--- config.mk ---
export PLATFORM = sky130hd
export DESIGN_NAME = irq_router
export DESIGN_NICKNAME = d
export VERILOG_FILES = /design/src/rtl/irq_router_pkg.sv /design/src/rtl/irq_reg_dec.sv /design/src/rtl/irq_src_gate.sv /design/src/rtl/irq_ctx_arb.sv /design/src/rtl/irq_router.sv
export SDC_FILE = /design/constraint.sdc
export NUM_CORES = 1
export LEC_CHECK = 0
export BUFFER_PORTS_ARGS = -buffer_cell sky130_fd_sc_hd__buf_2
export CAP_MARGIN = 30
export CORE_MARGIN = 8
export CORE_UTILIZATION = 45
export CTS_CLUSTER_DIAMETER = 120
export DETAILED_ROUTE_END_ITERATION = 6
export PLACE_DENSITY = 0.6
export SETUP_SLACK_MARGIN = 0.4
export SLEW_MARGIN = 20
export SYNTH_ARGS = -nofsm -noshare
export SYNTH_HDL_FRONTEND = slang
export SYNTH_SLANG_ARGS = --single-unit
--- constraint.sdc ---
create_clock -name clk_i -period 108.7 [get_ports clk_i]
set_input_delay 16.305 -clock clk_i [delete_from_list [all_inputs] [get_ports clk_i]]
set_output_delay 16.305 -clock clk_i [all_outputs]
set_load 0.02 [all_outputs]
--- src/rtl/irq_router_pkg.sv ---
package irq_router_pkg;
  localparam int unsigned ADDR_W     = 22;
  localparam int unsigned EN_BASE    = 32'h0000_2000;
  localparam int unsigned EN_STRIDE  = 32'h0000_0080;
  localparam int unsigned CTX_BASE   = 32'h0020_0000;
  localparam int unsigned CTX_STRIDE = 32'h0000_1000;
  localparam int unsigned THR_OFS    = 0;
  localparam int unsigned CLAIM_OFS  = 4;

  typedef enum logic [2:0] {
    REG_NONE,
    REG_PRIO,
    REG_EN,
    REG_THR,
    REG_CLAIM
  } reg_kind_e;
endpackage

--- src/rtl/irq_reg_dec.sv ---
module irq_reg_dec
  import irq_router_pkg::*;
#(
  parameter int unsigned NUM_SRC = 31,
  parameter int unsigned NUM_CTX = 2,
  parameter int unsigned ID_W    = 5,
  parameter int unsigned CTX_W   = 1,
  parameter int unsigned WORD_W  = 1,
  parameter int unsigned EN_WORDS = 1
) (
  input  logic [ADDR_W-1:0] addr_i,
  output reg_kind_e         kind_o,
  output logic [ID_W-1:0]   id_o,
  output logic [CTX_W-1:0]  ctx_o,
  output logic [WORD_W-1:0] word_o
);
  int unsigned a, n, c, w, ofs;

  always_comb begin
    a      = 32'(addr_i);
    n      = 0;
    c      = 0;
    w      = 0;
    ofs    = 0;
    kind_o = REG_NONE;
    if (a[1:0] == 2'b00) begin
      if (a < 32'h1000) begin
        n = a >> 2;
        if (n >= 1 && n <= NUM_SRC) kind_o = REG_PRIO;
      end else if (a >= EN_BASE && a < EN_BASE + EN_STRIDE * NUM_CTX) begin
        c = (a - EN_BASE) / EN_STRIDE;
        w = ((a - EN_BASE) % EN_STRIDE) >> 2;
        if (w < EN_WORDS) kind_o = REG_EN;
      end else if (a >= CTX_BASE && a < CTX_BASE + CTX_STRIDE * NUM_CTX) begin
        c   = (a - CTX_BASE) / CTX_STRIDE;
        ofs = (a - CTX_BASE) % CTX_STRIDE;
        if (ofs == THR_OFS)        kind_o = REG_THR;
        else if (ofs == CLAIM_OFS) kind_o = REG_CLAIM;
      end
    end
    id_o   = ID_W'(n);
    ctx_o  = CTX_W'(c);
    word_o = WORD_W'(w);
  end
endmodule

--- src/rtl/irq_src_gate.sv ---
module irq_src_gate (
  input  logic clk_i,
  input  logic rst_ni,
  input  logic src_i,
  input  logic claim_i,
  input  logic complete_i,
  output logic pend_o,
  output logic busy_o
);
  logic pend_q, busy_q;

  always_ff @(posedge clk_i or negedge rst_ni) begin
    if (!rst_ni) begin
      pend_q <= 1'b0;
      busy_q <= 1'b0;
    end else if (claim_i) begin
      pend_q <= 1'b0;
      busy_q <= 1'b1;
    end else begin
      if (complete_i) busy_q <= 1'b0;
      if (src_i && !busy_q) pend_q <= 1'b1;
    end
  end

  assign pend_o = pend_q;
  assign busy_o = busy_q;

  AST_CLAIM_TAKES: assert property (@(posedge clk_i) disable iff (!rst_ni)
    claim_i |=> (busy_q && !pend_q));
  AST_BUSY_NOT_PEND: assert property (@(posedge clk_i) disable iff (!rst_ni)
    busy_q |-> !pend_q);
endmodule

--- src/rtl/irq_ctx_arb.sv ---
module irq_ctx_arb #(
  parameter int unsigned NUM_SRC = 31,
  parameter int unsigned PRIO_W  = 3,
  parameter int unsigned ID_W    = 5
) (
  input  logic                           clk_i,
  input  logic                           rst_ni,
  input  logic [NUM_SRC:0]               pend_i,
  input  logic [NUM_SRC:0]               en_i,
  input  logic [NUM_SRC:0][PRIO_W-1:0]   prio_i,
  input  logic [PRIO_W-1:0]              thr_i,
  output logic [ID_W-1:0]                best_id_o,
  output logic [PRIO_W-1:0]              best_prio_o
);
  // descending scan with >= lets the lower ID win ties
  always_comb begin
    best_id_o   = '0;
    best_prio_o = '0;
    for (int i = NUM_SRC; i >= 1; i--) begin
      if (pend_i[i] && en_i[i] && (prio_i[i] > thr_i) && (prio_i[i] >= best_prio_o)) begin
        best_id_o   = ID_W'(i);
        best_prio_o = prio_i[i];
      end
    end
  end

  AST_WIN_ABOVE_THR: assert property (@(posedge clk_i) disable iff (!rst_ni)
    (best_id_o != '0) |-> (prio_i[best_id_o] > thr_i));
  AST_WIN_ELIGIBLE: assert property (@(posedge clk_i) disable iff (!rst_ni)
    (best_id_o != '0) |-> (pend_i[best_id_o] && en_i[best_id_o]));
endmodule

--- src/rtl/irq_router.sv ---
module irq_router
  import irq_router_pkg::*;
#(
  parameter int unsigned NUM_SRC = 31,
  parameter int unsigned NUM_CTX = 2,
  parameter int unsigned PRIO_W  = 3
) (
  input  logic                clk_i,
  input  logic                rst_ni,
  input  logic                req_i,
  input  logic                we_i,
  input  logic [ADDR_W-1:0]   addr_i,
  input  logic [31:0]         wdata_i,
  output logic [31:0]         rdata_o,
  output logic                rvalid_o,
  input  logic [NUM_SRC-1:0]  src_i,
  output logic [NUM_CTX-1:0]  irq_o
);
  localparam int unsigned ID_W     = $clog2(NUM_SRC + 1);
  localparam int unsigned CTX_W    = (NUM_CTX > 1) ? $clog2(NUM_CTX) : 1;
  localparam int unsigned EN_WORDS = (NUM_SRC + 1 + 31) / 32;
  localparam int unsigned WORD_W   = (EN_WORDS > 1) ? $clog2(EN_WORDS) : 1;

  reg_kind_e           dec_kind;
  logic [ID_W-1:0]     dec_id;
  logic [CTX_W-1:0]    dec_ctx;
  logic [WORD_W-1:0]   dec_word;

  logic [NUM_SRC:0][PRIO_W-1:0]              prio_q;
  logic [NUM_CTX-1:0][NUM_SRC:0]             en_q;
  logic [NUM_CTX-1:0][PRIO_W-1:0]            thr_q;
  logic [NUM_SRC:0]                          pend, busy, claim_v, done_v;
  logic [NUM_CTX-1:0][ID_W-1:0]              best_id;
  logic [NUM_CTX-1:0][PRIO_W-1:0]            best_prio;
  logic [NUM_CTX-1:0]                        irq_q;
  logic [31:0]                               rd_val, rdata_q;
  logic                                      rvalid_q, claim_rd_q, prio_rd_q;
  logic                                      rd_req, wr_req, claim_rd, done_wr;
  logic [ID_W-1:0]                           claim_id;

  irq_reg_dec #(
    .NUM_SRC(NUM_SRC), .NUM_CTX(NUM_CTX), .ID_W(ID_W),
    .CTX_W(CTX_W), .WORD_W(WORD_W), .EN_WORDS(EN_WORDS)
  ) u_dec (
    .addr_i(addr_i), .kind_o(dec_kind), .id_o(dec_id),
    .ctx_o(dec_ctx), .word_o(dec_word)
  );

  assign rd_req   = req_i && !we_i;
  assign wr_req   = req_i && we_i;
  assign claim_rd = rd_req && (dec_kind == REG_CLAIM);
  assign done_wr  = wr_req && (dec_kind == REG_CLAIM);
  assign claim_id = best_id[dec_ctx];

  always_comb begin
    claim_v = '0;
    done_v  = '0;
    for (int s = 1; s <= NUM_SRC; s++) begin
      claim_v[s] = claim_rd && (claim_id == ID_W'(s));
      done_v[s]  = done_wr && (wdata_i == 32'(s)) && en_q[dec_ctx][s];
    end
  end

  assign pend[0] = 1'b0;
  assign busy[0] = 1'b0;

  for (genvar s = 1; s <= NUM_SRC; s++) begin : g_src
    irq_src_gate u_gate (
      .clk_i(clk_i), .rst_ni(rst_ni), .src_i(src_i[s-1]),
      .claim_i(claim_v[s]), .complete_i(done_v[s]),
      .pend_o(pend[s]), .busy_o(busy[s])
    );
  end

  for (genvar c = 0; c < NUM_CTX; c++) begin : g_ctx
    irq_ctx_arb #(.NUM_SRC(NUM_SRC), .PRIO_W(PRIO_W), .ID_W(ID_W)) u_arb (
      .clk_i(clk_i), .rst_ni(rst_ni), .pend_i(pend), .en_i(en_q[c]),
      .prio_i(prio_q), .thr_i(thr_q[c]),
      .best_id_o(best_id[c]), .best_prio_o(best_prio[c])
    );
  end

  // configuration registers
  always_ff @(posedge clk_i or negedge rst_ni) begin
    if (!rst_ni) begin
      prio_q <= '0;
      en_q   <= '0;
      thr_q  <= '0;
    end else if (wr_req) begin
      case (dec_kind)
        REG_PRIO: prio_q[dec_id] <= wdata_i[PRIO_W-1:0];
        REG_THR:  thr_q[dec_ctx] <= wdata_i[PRIO_W-1:0];
        REG_EN: begin
          for (int s = 1; s <= NUM_SRC; s++)
            if ((s / 32) == int'(dec_word)) en_q[dec_ctx][s] <= wdata_i[s % 32];
        end
        default: ;
      endcase
    end
  end

  always_comb begin
    rd_val = '0;
    case (dec_kind)
      REG_PRIO:  rd_val = 32'(prio_q[dec_id]);
      REG_THR:   rd_val = 32'(thr_q[dec_ctx]);
      REG_CLAIM: rd_val = 32'(claim_id);
      REG_EN: begin
        for (int s = 1; s <= NUM_SRC; s++)
          if ((s / 32) == int'(dec_word)) rd_val[s % 32] = en_q[dec_ctx][s];
      end
      default: ;
    endcase
  end

  always_ff @(posedge clk_i or negedge rst_ni) begin
    if (!rst_ni) begin
      rdata_q    <= '0;
      rvalid_q   <= 1'b0;
      claim_rd_q <= 1'b0;
      prio_rd_q  <= 1'b0;
      irq_q      <= '0;
    end else begin
      rvalid_q   <= rd_req;
      claim_rd_q <= claim_rd;
      prio_rd_q  <= rd_req && (dec_kind == REG_PRIO);
      if (rd_req) rdata_q <= rd_val;
      for (int c = 0; c < NUM_CTX; c++) irq_q[c] <= (best_id[c] != '0);
    end
  end

  assign rdata_o  = rdata_q;
  assign rvalid_o = rvalid_q;
  assign irq_o    = irq_q;

  AST_CLAIMED_IN_SERVICE: assert property (@(posedge clk_i) disable iff (!rst_ni)
    (rvalid_q && claim_rd_q && rdata_q != '0) |-> busy[rdata_q[ID_W-1:0]]);
  AST_PRIO_NARROW: assert property (@(posedge clk_i) disable iff (!rst_ni)
    (rvalid_q && prio_rd_q) |-> (rdata_q[31:PRIO_W] == '0));
endmodule

### Word-level counts from Yosys, hierarchy flattened

Cells that the tools add are included.

| word-level totals | value |
|---|---|
| bits in registers | 263 |
| bits in latches | 0 |
| bits in writable memories | 0 |
| bits in read-only memories | 0 |
| input bits | 89 |
| output and inout port bits | 35 |
| word-level logic and storage cells | 1219 |
| memories kept | 0 |

| operators by class | value |
|---|---|
| add/subtract/negate cells | 2 |
| multiply operators | 0 |
| div/mod/pow operators | 0 |
| order comparisons | 135 |
| equality and inequality tests | 67 |
| shifts and indexed selects | 0 |
| multiplexer cells | 494 |
| bitwise gates (word level) | 0 |
| reduce and logical (&&, ||, !) cells | 420 |

Operators by type and width:

| operator | number |
|---|---|
| 64-bit two-way mux | 91 |
| 64-bit bitwise mux | 31 |
| 32-bit demux with 1-bit select | 31 |
| 32-bit by 5-bit equality test with 1-bit output, second input constant | 16 |
| 5-bit two-way mux | 67 |
| 1-bit logical AND | 319 |
| 32-bit by 4-bit equality test with 1-bit output, second input constant | 8 |
| 3-bit two-way mux | 72 |
| 3-bit greater-than comparator | 62 |
| 3-bit >= comparator | 60 |
| 1-bit two-way mux | 163 |
| 32-bit by 3-bit equality test with 1-bit output, second input constant | 4 |
| 31-bit one-hot mux with 4 select lines | 1 |
| 2-bit nonzero test | 62 |
| 96-bit bitwise mux | 1 |
| 32-bit two-way mux | 3 |
| 5-bit equality test, second input constant | 16 |
| 32-bit by 2-bit equality test with 1-bit output, second input constant | 2 |
| 5-bit by 4-bit equality test with 1-bit output, second input constant | 8 |
| 32-bit by 1-bit equality test with 1-bit output, second input constant | 1 |
| 1-bit zero test | 32 |
| 32-bit zero test | 1 |
| 31-bit two-way mux | 1 |
| 30-bit two-way mux | 1 |
| other kinds (56) | 65 |

### Longest topological paths before layout

| logic depth | value |
|---|---|
| depth in word-level cells | 132 |
| mapped depth | 226 |

### Modules after synthesis

Synthesis repeated with hierarchy kept, for this count alone.

| unflattened totals | value |
|---|---|
| cell total of the unflattened synthesis | 2988 |
| area total of the unflattened synthesis | 26367.8 µm² |

Modules (own cells, without submodules):

| module | instances | cells an instance | area each (µm²) | seq. area each (µm²) |
|---|---|---|---|---|
| irq_router | 1 | 825 | 9825.7 | 4979.8 |
| irq_ctx_arb (g_ctx[1].u_arb) | 1 | 976 | 7090.6 | 0.0 |
| irq_ctx_arb (g_ctx[0].u_arb) | 1 | 940 | 6712.7 | 0.0 |
| irq_src_gate | 31 | 7 | 81.3 | 50.0 |
| irq_reg_dec | 1 | 30 | 217.7 | 0.0 |

### Worst setup path after synthesis

Ideal clock, no wire load.

| timing path | value |
|---|---|
| kind | register to register |
| from | register thr_q[5] in the netlist's numbering |
| to | register g_src[16].u_gate.pend_q |
| setup time | 121 ps |
| arrival | 42697 ps |
| required time | 108579 ps |
| slack | 65881 ps |
| stages on the path, launching flop included | 216 |
| period minus slack after synthesis | 42819 ps |
| path through | dfrtp_1 inv_1 ha_1 a21oi_1 o21ai_0 and3_1 ha_1 nand2b_1 a31oi_1 or3_1 buf_2 o21ai_0 ha_1 nand2b_1 a221oi_1 o21ai_0 nand3_1 mux2_2 (+180 left out) ha_1 nand2b_1 a21oi_1 nor2b_1 o221ai_1 clkbuf_1 mux2_2 ha_1 nand2b_1 a21oi_1 nor2b_1 o221ai_1 and2_1 nand4_1 or4b_4 a21oi_4 nand3_2 o22a_1 |

| between the ends | value |
|---|---|
| cells in the longest elaborated chain, start to end | 99 |

RTL lines:

| element | RTL line | source |
|---|---|---|
| start, declared | irq_router.sv:31 | `logic [NUM_CTX-1:0][PRIO_W-1:0] thr_q;` |
| start signal, assigned by index | irq_router.sv:92 | `REG_THR: thr_q[dec_ctx] <= wdata_i[PRIO_W-1:0];` |
| 3-bit greater-than comparator | irq_ctx_arb.sv:20 | `if (pend_i[i] && en_i[i] && (prio_i[i] > thr_i) && (prio_i[i] >= best_prio_o)) begin` |
| 1-bit logical AND (2 in series) | irq_ctx_arb.sv:20 |  |
| 3-bit two-way mux | irq_ctx_arb.sv:20 |  |
| 3-bit >= comparator | irq_ctx_arb.sv:20 |  |
| 1-bit logical AND | irq_ctx_arb.sv:20 |  |
| 3-bit two-way mux | irq_ctx_arb.sv:20 |  |
| 3-bit >= comparator | irq_ctx_arb.sv:20 |  |
| 1-bit logical AND | irq_ctx_arb.sv:20 |  |
| (+81 left out) | n/a |  |
| 3-bit two-way mux | irq_ctx_arb.sv:20 |  |
| 3-bit >= comparator | irq_ctx_arb.sv:20 |  |
| 1-bit logical AND | irq_ctx_arb.sv:20 |  |
| 5-bit two-way mux (*) | irq_ctx_arb.sv:20 |  |
| 5-bit two-way mux (not written as such) (*) (2 in series) | irq_router.sv:53 | `assign claim_id = best_id[dec_ctx];` |
| 5-bit equality test (*) | irq_router.sv:59 | `claim_v[s] = claim_rd && (claim_id == ID_W'(s));` |
| 1-bit logical AND (*) | irq_router.sv:59 |  |
| 1-bit two-way mux / 2-bit nonzero test (equally long branches) | n/a |  |
| end signal, assigned | irq_src_gate.sv:14 | `pend_q <= 1'b0;` |
| end signal, assigned | irq_src_gate.sv:17 | `pend_q <= 1'b0;` |
| end signal, assigned | irq_src_gate.sv:21 | `if (src_i && !busy_q) pend_q <= 1'b1;` |
| end, declared | irq_src_gate.sv:10 | `logic pend_q, busy_q;` |

Mark *: on every way between the ends. The rest lies on a longest branch, timed or not. The select of a mux whose other input is x is not followed.
A chain may end at the register's enable or synchronous reset.

### Worst setup path after layout

| timing path | value |
|---|---|
| from | register prio_q[95] in the netlist's numbering |
| to | register g_src[18].u_gate.busy_q |

| between the ends | value |
|---|---|
| cells in the longest elaborated chain, start to end | 99 |

RTL lines:

| element | RTL line | source |
|---|---|---|
| start, declared | irq_router.sv:29 | `logic [NUM_SRC:0][PRIO_W-1:0] prio_q;` |
| start signal, assigned by index | irq_router.sv:91 | `REG_PRIO: prio_q[dec_id] <= wdata_i[PRIO_W-1:0];` |
| 3-bit greater-than comparator | irq_ctx_arb.sv:20 |  |
| 1-bit logical AND (2 in series) | irq_ctx_arb.sv:20 |  |
| 3-bit two-way mux | irq_ctx_arb.sv:20 |  |
| 3-bit >= comparator | irq_ctx_arb.sv:20 |  |
| 1-bit logical AND | irq_ctx_arb.sv:20 |  |
| 3-bit two-way mux | irq_ctx_arb.sv:20 |  |
| 3-bit >= comparator | irq_ctx_arb.sv:20 |  |
| 1-bit logical AND | irq_ctx_arb.sv:20 |  |
| (+81 left out) | n/a |  |
| 3-bit two-way mux | irq_ctx_arb.sv:20 |  |
| 3-bit >= comparator | irq_ctx_arb.sv:20 |  |
| 1-bit logical AND | irq_ctx_arb.sv:20 |  |
| 5-bit two-way mux | irq_ctx_arb.sv:20 |  |
| 5-bit two-way mux (not written as such) (*) (2 in series) | irq_router.sv:53 |  |
| 5-bit equality test (*) | irq_router.sv:59 |  |
| 1-bit logical AND (*) | irq_router.sv:59 |  |
| 1-bit two-way mux / 2-bit nonzero test (equally long branches) | n/a |  |
| end signal, assigned | irq_src_gate.sv:15 | `busy_q <= 1'b0;` |
| end signal, assigned | irq_src_gate.sv:18 | `busy_q <= 1'b1;` |
| end signal, assigned | irq_src_gate.sv:20 | `if (complete_i) busy_q <= 1'b0;` |
| end, declared | irq_src_gate.sv:10 |  |

Marks and branches as above.

==> impl_metrics.tcl <==
set metrics [dict create \
    status "complete, no violations" \
    timing.reg2reg.setup_slack_ps 60040 \
    area_growth_syn_to_layout_pct 9.42 \
    deepest_clock_path_buffer_count 3 \
    crit_top_cell "ha_1" \
    ys_async_sr_fraction_pct 100 \
    io-pin-count 124 \
    wl_per_cell_um 25.7 \
    dieWidth_um 254 \
    worstHoldPathType "reg -> reg" \
    r2r.worst_path.cells 216 \
    hpwl_after_detailed_placement_mm 77.9 \
    vias_per_cell 6.58 \
    final.min_clock_period_ps 48660 \
    mappedNetlistNets 3437 \
    placed_cells_incl_taps 3885 \
    synthesis_warnings 0 \
    final_layout_size_suffix_gt1_share_pct 13.5 \
    synth.distinct_cells 115 \
    die-height_um 254 \
    post-place-ws_ps 60960 \
    final_max_slew_viol_count 0 \
    synth_area_per_cell_um2 8.23 \
    criticalPathCategory "reg -> reg" \
    cts-resized-gates 0 \
    setup_total_neg_slack_ps 0 \
    worstReg2RegStart "prio_q[95]$_DFFE_PN0P_" \
    worst-path-max-fanout 11 \
    cpMaxStageDelayCell "a21oi_1" \
    finalHoldViolCount 0 \
    cts.sinks 261 \
    nNetsFinal 3513 \
    power.leakage_nw 12.5 \
    dieArea_um2 64400 \
    final_core_util_pct 49.5 \
    tritoncts "built" \
    holdPathStages 0 \
    cts_setup_buffers 0 \
    n_fill_cell 5540 \
    clockRootBuffer "clkbuf_16" \
    synth-edff-count 0 \
    placement_rows 87 \
    global_route_wire_length_before_repair_mm 152 \
    holdPathEnd "prio_q[1]$_DFFE_PN0P_" \
    fin_crit_sh_pct 44.8 \
    holdWs_ps 413 \
    setup_viol 0 \
    irDropWorstVdd_mv 0.0154 \
    worst_clk_skew_ps 30.7 \
    wl_met2_mm 45.4 \
    detail_route.wirelength_mm 101 \
    core_region_area_um2 56200 \
    maxCapViolations 0 \
    grt_max_degree 125 \
    critPathArrivalTime_ps 49150 \
    met3_length_mm 9.07 \
    clock_buffer_count_from_cts 29 \
    max_clock_freq_mhz 20.6 \
    worst_skew_pair.late_latency_ps 590 \
    first_pass_drt_iterations 6 \
    p_total_uw 208 \
    netlist_area_um2 25400 \
    synth-seq-cells 261 \
    synth_seq_area_share_pct 25.7 \
    grt_remaining_overflow 0 \
    grt_setup_unrepaired "no" \
    finalWorstSetupSlack_ps 60040 \
    worst-slew-pin-transition_ps 991 \
    critical_path.max_stage_delay_ps 750 \
    clock_tree.htree_level_count 1 \
    synthFlopType "dfrtp_1" \
    synthCells 3090 \
    route.vias.total 26000 \
    critical_path.reg2reg.endpoint "g_src[18].u_gate.busy_o$_DFFE_PN0P_" \
    grt_pass1_vias 24300 \
    setup.worst_path.start_class "flop" \
    drt_drc_violations_left 0 \
    dpl-instance-area_um2 26800 \
    clkTransAtPathRegs_ps 60 \
    post-route-cell-area_um2 27800 \
    antenna_violating_nets_left 0 \
    globalRouteTotalUtil_pct 30.5 \
    start_point_of_the_worst_min_delay_path "prio_q[1]$_DFFE_PN0P_" \
    wirelength_met1_mm 44.0 \
    final_cells 3945 \
    end_kind "flop" \
    critPathRequiredTime_ps 109190 \
    cts-hold-fix-buffers 0 \
    highest_layer "met4" \
    max-slew-margin-rel_pct 34.0 \
    power_per_cell_area_nw_per_um2 7.48 \
    start_util_pct 45.3 \
    routabilityCongestion 0.990 \
    grt_antenna_before_repair 3 \
    io_buffer_count 123 \
    detail_route.iter0.violations 2537 \
]
-- cell usage in the layout (no fill, tap or decap), types with 17 or more instances in the layout --
cell	n
o2111ai_1	19
nor2_1	208
inv_1	160
nand2b_1	69
and3_1	31
clkbuf_16	29
mux2_2	123
buf_4	28
o22ai_1	32
nor4_1	20
o221ai_1	24
o21ai_0	229
a31oi_1	58
nand3_1	118
nor3_1	65
o31ai_1	45
and2_1	46
a21o_1	52
mux2i_1	39
ha_1	258
nand4_1	20
o21a_1	30
o211ai_1	38
a311oi_1	31
o2bb2ai_1	17
nand2_1	351
buf_2	122
or2_2	22
dfrtp_1	261
a211oi_1	20
a21oi_1	173
maj3_1	27
nor2b_1	70
-- state kept, by name, indices dropped and copies added, names as in the netlist --
| signal | cells |
|---|---|
| thr_q | 6 |
| en_q | 62 |
| irq_o | 2 |
| rvalid_o | 1 |
| rdata_o | 32 |
| prio_q | 96 |
| g_src.u_gate.pend_o | 31 |
| g_src.u_gate.busy_o | 31 |
-- layout make-up --
type / count / area (um^2) / area share, %
multi-input cells: 2556 / 17900 / 64.2
flip-flops and latches: 261 / 6530 / 23.5
well taps: 756 / 946 / 3.40
repair buffers: 157 / 936 / 3.36
clock buffers: 35 / 758 / 2.73
inverters: 161 / 604 / 2.17
clock inverters: 16 / 183 / 0.657
diodes: 3 / 7.51 / 0.0270
-- layer usage --
layer  vias to the layer above  global-route usage [%]
li1                      11800                       -
met3                       165                    4.92
met2                      1262                    48.7
met5                         -                       0
met1                     12700                    42.4
met4                         0                    8.20
-- worst max path at each step --
stage	startpoint	to	slack (ps)	depth (start not counted)
3_3_place_gp	prio_q[95]$_DFFE_PN0P_	g_src[31].u_gate.pend_o$_DFFE_PN0P_	62350	212
2_1_floorplan	thr_q[5]$_DFFE_PN0P_	g_src[16].u_gate.pend_o$_DFFE_PN0P_	65880	215
5_1_grt	prio_q[95]$_DFFE_PN0P_	g_src[18].u_gate.busy_o$_DFFE_PN0P_	56010	216
6_report	prio_q[95]$_DFFE_PN0P_	g_src[18].u_gate.busy_o$_DFFE_PN0P_	60040	216
4_1_cts	prio_q[95]$_DFFE_PN0P_	g_src[18].u_gate.busy_o$_DFFE_PN0P_	60740	215
3_5_place_dp	prio_q[95]$_DFFE_PN0P_	g_src[18].u_gate.busy_o$_DFFE_PN0P_	60960	215
-- kinds of logic (layout without fill, tap and decap cells) --
kind of cell | Yosys count | count (layout) | share of synthesized area, %
other cells | 0 | 3 | 0
mux | 171 | 171 | 7.51
compound gates | 989 | 989 | 27.1
fa+ha+maj | 288 | 288 | 13.9
buf+inv | 273 | 369 | 4.15
simple gates | 1108 | 1108 | 21.7
flops | 261 | 261 | 25.7
-- cells in the mapped netlist (52+ instances only) --
library cell / instances / area (um^2)
ha_1: 258 / 3230
mux2_2: 123 / 1390
a21oi_1: 173 / 866
nor2_1: 208 / 781
o21ai_0: 229 / 1150
dfrtp_1: 261 / 6530
a31oi_1: 58 / 363
nor2b_1: 70 / 438
clkbuf_1: 85 / 319
nand3_1: 118 / 591
inv_1: 160 / 601
a21o_1: 52 / 390
nand2_1: 351 / 1320
nor3_1: 68 / 340
nand2b_1: 69 / 432
-- critical path: cells and delay by family, from the launching register on --
kind,cells,cell delay (ps)
adders and majority gates,38,11520
DFF,1,470
AOI/OAI and AO/OA,84,19490
muxes,10,3820
and+or+nand+nor,80,12960
buffers and inverters,4,320
-- power breakdown --
group	internal [mW]	switching [mW]
Sequential	0.0972	0.0000342
Clock	0.0570	0.0447
Combinational	0.00231	0.00673
Note: power is estimated with default switching activity, not from simulation.
